$ cat config.mk
export PLATFORM = sky130hd
export DESIGN_NAME = hclk_rep_gen
export DESIGN_NICKNAME = d
export VERILOG_FILES = /design/src/rtl/hclk_pkg.sv /design/src/rtl/hclk_slot_map.sv /design/src/rtl/hclk_burst_lane.sv /design/src/rtl/hclk_rep_gen.sv
export SDC_FILE = /design/constraint.sdc
export NUM_CORES = 1
export LEC_CHECK = 0
export ABC_AREA = 1
export BUFFER_PORTS_ARGS = -buffer_cell sky130_fd_sc_hd__buf_2
export CAP_MARGIN = 20
export CORE_ASPECT_RATIO = 1.4
export CORE_UTILIZATION = 30
export DETAILED_ROUTE_END_ITERATION = 8
export SLEW_MARGIN = 20
export SYNTH_ARGS = -nofsm -noshare
export SYNTH_HDL_FRONTEND = slang
export SYNTH_SLANG_ARGS = --single-unit
$ cat constraint.sdc
create_clock -name clk -period 4.1 [get_ports clk]
set_input_delay 0.615 -clock clk [delete_from_list [all_inputs] [get_ports clk]]
set_output_delay 0.615 -clock clk [all_outputs]
set_load 0.02 [all_outputs]
$ cat src/rtl/hclk_pkg.sv
package hclk_pkg;
    localparam int HCLK_CNT_W  = 13;
    localparam int HCLK_AREAS  = 6;
    localparam int HCLK_BURSTS = 3;
    localparam int HCLK_REP_W  = 4;
    localparam int HCLK_OUTS   = 2;
endpackage

$ cat src/rtl/hclk_slot_map.sv
module hclk_slot_map #(
    parameter int CNT_W   = 13,
    parameter int N_AREAS = 6,
    parameter int AREA_W  = 3
) (
    input  logic [CNT_W-1:0]          slot,
    input  logic                      odd,
    input  logic [AREA_W-1:0]         num,
    input  logic [N_AREAS*AREA_W-1:0] order,
    output logic                      ok,
    output logic [AREA_W-1:0]         area
);
    logic              slot_in;
    logic [AREA_W-1:0] sidx;
    logic [AREA_W-1:0] pick;

    always_comb begin
        slot_in = (slot < CNT_W'(N_AREAS)) && (slot < CNT_W'(num));
        sidx    = slot_in ? slot[AREA_W-1:0] : '0;
        pick    = odd ? order[sidx*AREA_W +: AREA_W] : sidx;
        ok      = slot_in && ({1'b0, pick} < (AREA_W+1)'(N_AREAS));
        area    = ok ? pick : '0;
    end
endmodule

$ cat src/rtl/hclk_burst_lane.sv
module hclk_burst_lane #(
    parameter int CNT_W   = 13,
    parameter int REP_W   = 4,
    parameter int N_BURST = 3
) (
    input  logic                       valid,
    input  logic [CNT_W-1:0]           off,
    input  logic [N_BURST*CNT_W-1:0]   ofs,
    input  logic [N_BURST*REP_W-1:0]   cnt,
    output logic                       act,
    output logic                       ph
);
    logic [N_BURST-1:0] hit;
    logic [N_BURST-1:0] pol;

    for (genvar g = 0; g < N_BURST; g++) begin : g_burst
        logic [CNT_W-1:0] o_g;
        logic [CNT_W-1:0] rel_g;
        logic [REP_W-1:0] n_g;
        logic [REP_W:0]   span_g;
        assign o_g    = ofs[g*CNT_W +: CNT_W];
        assign n_g    = cnt[g*REP_W +: REP_W];
        assign span_g = {n_g, 1'b0};
        assign rel_g  = off - o_g;
        assign hit[g] = valid && (n_g != '0) && (off >= o_g)
                        && (rel_g < CNT_W'(span_g));
        assign pol[g] = ~rel_g[0];
    end

    // lowest burst index has priority
    always_comb begin
        act = 1'b0;
        ph  = 1'b0;
        for (int b = N_BURST - 1; b >= 0; b--) begin
            if (hit[b]) begin
                act = 1'b1;
                ph  = pol[b];
            end
        end
    end
endmodule

$ cat src/rtl/hclk_rep_gen.sv
module hclk_rep_gen
    import hclk_pkg::*;
#(
    parameter int CNT_W   = HCLK_CNT_W,
    parameter int N_AREAS = HCLK_AREAS,
    parameter int REP_W   = HCLK_REP_W,
    parameter int AREA_W  = $clog2(HCLK_AREAS),
    localparam int N_BURST   = HCLK_BURSTS,
    localparam int N_OUT     = HCLK_OUTS,
    localparam int LANE_BITS = N_BURST * REP_W,
    localparam int REP_BITS  = N_AREAS * N_OUT * LANE_BITS,
    localparam int ALT_BITS  = N_AREAS * AREA_W
) (
    input  logic                clk,
    input  logic                rst_n,
    input  logic                line_start,
    input  logic                line_odd,
    input  logic [CNT_W-1:0]    cfg_win_start,
    input  logic [CNT_W-1:0]    cfg_win_end,
    input  logic [CNT_W-1:0]    cfg_area_len,
    input  logic [AREA_W-1:0]   cfg_area_count,
    input  logic [CNT_W-1:0]    cfg_ofs_a,
    input  logic [CNT_W-1:0]    cfg_ofs_b,
    input  logic [CNT_W-1:0]    cfg_ofs_c,
    input  logic [REP_BITS-1:0] cfg_counts,
    input  logic [ALT_BITS-1:0] cfg_odd_order,
    output logic                h1,
    output logic                h2,
    output logic                blank_active
);
    typedef struct packed {
        logic [CNT_W-1:0]         pix;
        logic [CNT_W-1:0]         off;
        logic [CNT_W-1:0]         slot;
        logic                     odd;
        logic [CNT_W-1:0]         bs;
        logic [CNT_W-1:0]         be;
        logic [CNT_W-1:0]         len;
        logic [AREA_W-1:0]        num;
        logic [N_BURST*CNT_W-1:0] ofs;
        logic [REP_BITS-1:0]      rep;
        logic [ALT_BITS-1:0]      alt;
    } st_t;

    st_t s_d, s_q;

    logic              in_win;
    logic              area_ok;
    logic [AREA_W-1:0] area_idx;
    logic              lane_valid;
    logic [N_OUT-1:0]  lane_act;
    logic [N_OUT-1:0]  lane_ph;

    assign in_win = (s_q.pix >= s_q.bs) && (s_q.pix < s_q.be);

    hclk_slot_map #(
        .CNT_W(CNT_W), .N_AREAS(N_AREAS), .AREA_W(AREA_W)
    ) u_slot_map (
        .slot (s_q.slot),
        .odd  (s_q.odd),
        .num  (s_q.num),
        .order(s_q.alt),
        .ok   (area_ok),
        .area (area_idx)
    );

    assign lane_valid = in_win && (s_q.len != '0) && area_ok;

    for (genvar u = 0; u < N_OUT; u++) begin : g_out
        logic [LANE_BITS-1:0] cnt_u;
        assign cnt_u = s_q.rep[(int'(area_idx) * N_OUT + u) * LANE_BITS +: LANE_BITS];
        hclk_burst_lane #(
            .CNT_W(CNT_W), .REP_W(REP_W), .N_BURST(N_BURST)
        ) u_lane (
            .valid(lane_valid),
            .off  (s_q.off),
            .ofs  (s_q.ofs),
            .cnt  (cnt_u),
            .act  (lane_act[u]),
            .ph   (lane_ph[u])
        );
    end

    always_comb begin
        s_d = s_q;
        if (line_start) begin
            s_d.pix  = '0;
            s_d.off  = '0;
            s_d.slot = '0;
            s_d.odd  = line_odd;
            s_d.bs   = cfg_win_start;
            s_d.be   = cfg_win_end;
            s_d.len  = cfg_area_len;
            s_d.num  = cfg_area_count;
            s_d.ofs  = {cfg_ofs_c, cfg_ofs_b, cfg_ofs_a};
            s_d.rep  = cfg_counts;
            s_d.alt  = cfg_odd_order;
        end else begin
            s_d.pix = s_q.pix + 1'b1;
            if (in_win) begin
                if ((s_q.off + 1'b1) >= s_q.len) begin
                    s_d.off = '0;
                    if (s_q.slot != '1) begin
                        s_d.slot = s_q.slot + 1'b1;
                    end
                end else begin
                    s_d.off = s_q.off + 1'b1;
                end
            end
        end
    end

    always_ff @(posedge clk or negedge rst_n) begin
        if (!rst_n) begin
            s_q <= '0;
        end else begin
            s_q <= s_d;
        end
    end

    always_comb begin
        blank_active = in_win;
        if (!in_win) begin
            h1 = ~s_q.pix[0];
            h2 = s_q.pix[0];
        end else begin
            h1 = lane_act[0] & lane_ph[0];
            h2 = ~(lane_act[1] & lane_ph[1]);
        end
    end
endmodule

==> impl_metrics.csv <==
group,metric,value,unit
outcome,outcome,"complete, but fails checks",
outcome,violations,"setup timing",
global_route,antenna_found_initial,1,
cts,cts_root_buffer,"clkbuf_16",
power_and_ir_drop,power,9.66,mW
die,core-area,53300,µm²
die,initial_core_util,30.5,%
setup_path,path_common_cell,"nand2_2",
sta,setup_viol,2,
route,wl,52800,µm
cells_and_area,final_common_cell,"nand2_1",
synthesis,yosysSeqAreaShare,43.6,%
synthesis,synth_area,16200,µm²
cts,cts_tree,"yes",
route,routed_via_density,4.67,
die,dieArea,55000,µm²
sta,tightest_slew,1.02,ns
run,drv_cap,0,
synthesis,ys_top_cells_by_area,"dfrtp_1 (44%), nand2_1 (15%), ha_1 (7.7%), o21ai_0 (6.8%), inv_1 (6.7%)",
synthesis,synth_area_per_cell,7.71,µm²
setup_path,cp-end-kind,"output port",
cells_and_area,design_area,20600,µm²
route,drcViolationCount,0,
sta,finClkSkew,0.0230,ns
die,boundaryPins,250,
sta,slew_headroom,31.9,%
place,place_area,18800,µm²
synthesis,yosys.cell_types.count,52,
die,num_rows,100,
sta,fmax,0.204,GHz
sta,finalCritPeriodShare,120,%
cells_and_area,mostFrequentLayoutCells,"nand2_1 (636), dfrtp_1 (281), inv_1 (279), buf_2 (245), o21ai_0 (218)",
die,die-width,199,µm
sta,period_needed,4.91,ns
synthesis,syn-instance-count,2106,
cells_and_area,regArea,7080,µm²
cts,cts_max_path_buffers,3,
global_route,grt_pass1_vias,15300,
cells_and_area,area_delta_synth_final,27.1,%
power_and_ir_drop,cellLeakagePower,10.8,nW
cells_and_area,multiInputGateArea,8030,µm²
cells_and_area,nFillCells,5517,
cells_and_area,fin_nets,2791,
setup_path,critPathKind,"flop to output port",
cells_and_area,antenna_cells,0,
synthesis,synth_edf_count,0,
synthesis,postSynth.asyncResetShare,100,%
power_and_ir_drop,power_density,468,nW/µm²
synthesis,synth_fp_nets,2456,
global_route,grt_pass1_wl,82100,µm
cts,cts_buffers,30,
global_route,grt_start_max_net_pins,230,
cts,cts_hold_buf,0,
synthesis,synth_top_area_cell,"dfrtp_1",
route,antenna_left,0,
place,hpwl,40400,µm
global_route,grt_overflow_total,0,
cells_and_area,reg.largest.list,"s_q: 283 flops",
worst_hold_path,hold_path_class,"primary input to asynchronous set/reset pin",
setup_path,cp_max_fo,7,
sta,hold_viol,0,
synthesis,synth_seq_cells,283,
cts,clkTransAtPathRegs,0.06,ns
route,num_vias,14800,
route,avgRoutedWirePerCell,16.6,µm
synthesis,ys.flop_type,"dfrtp_1",
cells_and_area,largest_reg_flops,283,
setup_path,cp_data_required_time,3.48,ns
cts,clock_latency,0.58,ns
power_and_ir_drop,vdd_ir_drop_max,0.348,mV
place,port_buffers,249,
sta,layout_setup_ws,-0.814,ns
sta,rsz0062_at_grt,"true",
global_route,grt_usage,19.1,%
setup_path,critPathMaxStageDelay,0.37,ns
cells_and_area,top_register,"s_q",
cts,clock_sinks,283,
sta,whs,0.0471,ns
die,die_h,277,µm
route,drt_iter0_markers,886,
place,place_congestion,0.948,
setup_path,cpMaxStageDelayCell,"dfrtp_1",
route,firstDrtPassIters,5,
synthesis,yosysWarnings,0,
cts,htree_levels,1,
synthesis,synth_top_area_share,43.6,%
sta,slew_viol_final,0,
setup_path,worstPathArrival,4.30,ns
setup_path,start_kind,"flop",
cells_and_area,drive_above_1_share,22.4,%
-- critical path, delay by kind of cell, from the launching register on --
family / cells / cell delay [ns]
DFF: 1 / 0.37
buffers and inverters: 6 / 0.64
and+or+nand+nor: 20 / 1.83
AOI/OAI and AO/OA: 4 / 0.47
adders and majority gates: 2 / 0.41
-- power by group --
| group | switching, mW | leakage [nW] | total (mW) | internal [mW] |
|---|---|---|---|---|
| registers | 0.102 | 3.50 | 3.12 | 3.02 |
| logic | 2.15 | 6.79 | 3.65 | 1.50 |
| clock network | 1.19 | 0.509 | 2.89 | 1.70 |
-- kinds of logic after synthesis --
group | synth area share (%)
buffers and inverters | 9.30
XOR/XNOR | 2.16
flip-flops | 43.6
AO/OA/AOI/OAI | 14.3
adder cells (fa/ha/maj) | 8.08
AND/OR/NAND/NOR | 22.5
-- stage by stage --
| stage | instances | TNS [ns] | utilization [%] | setup WS, ns |
|---|---|---|---|---|
| 3_5_place_dp | 3090 | -0.872 | 35.4 | -0.441 |
| 3_3_place_gp | 3090 | -0.669 | 35.4 | -0.342 |
| 2_1_floorplan | 2106 | 0 | - | 0.00415 |
| 4_1_cts | 3171 | -1.68 | 38.2 | -0.851 |
| 5_1_grt | 3178 | -2.27 | 38.7 | -1.10 |
| 6_report | 3178 | -1.61 | 38.7 | -0.814 |
-- path summary, 6_finish.rpt --
path	slack, ns	endpoint	cells after the start	from
max	-0.81	h2	32	s_q[203]
min	0.05	s_q[68]	1	rst_n
max reg2reg	0.35	s_q[254]	25	s_q[259]
min reg2reg	0.47	s_q[83]	2	s_q[83]
max in group asynchronous	3.07	s_q[191]	2	rst_n
min in group clk	0.23	s_q[87]	3	cfg_counts[69]
-- Yosys cell counts, drive strengths merged (3+ instances only) --
library cell and count:
clkbuf 56, xnor2 9, a31oi 5, xor2 31, nor4 7, nand3b 3
a21o 3, o221ai 3, o22ai 6, o21ai 264, nand2 666, buf 24
ha 100, fa 3, nand3 67, a211oi 7, o211ai 8, a21oi 121
o2111ai 3, nand4 22, nor3 21, dfrtp 283, o21bai 4, nor2 82
inv 295
-- per-layer routing --
metal  vias to the layer above  share of wire, %  wire length (µm)  global-route usage (%)
met1                      6968                42             22300                    23.5
li1                       7427                 -                 -                       -
met5                         -                 0                 0                       0
met2                       331                50             26300                    33.4
met4                         0               4.5              2350                    8.60
met3                       101               3.5              1820                    1.89
-- area by class of cell --
type | instances | area share, %
Multi-Input combinational cell | 1448 | 38.9
Sequential cell | 283 | 34.3
Timing Repair Buffer | 382 | 11.9
Inverter | 296 | 5.45
Tap cell | 714 | 4.33
Clock buffer | 40 | 4.11
Clock inverter | 15 | 0.958
-- what timing repair did --
| item | CTS | global route |
|---|---|---|
| gates resized for setup | 57 | 53 |
| gates cloned | 2 | 0 |
| buffers inserted | 24 | 8 |
| endpoints found under the setup margin | 2 | 10 |
| pin swaps | 36 | 48 |
Note: power is estimated with default switching activity, not from simulation.
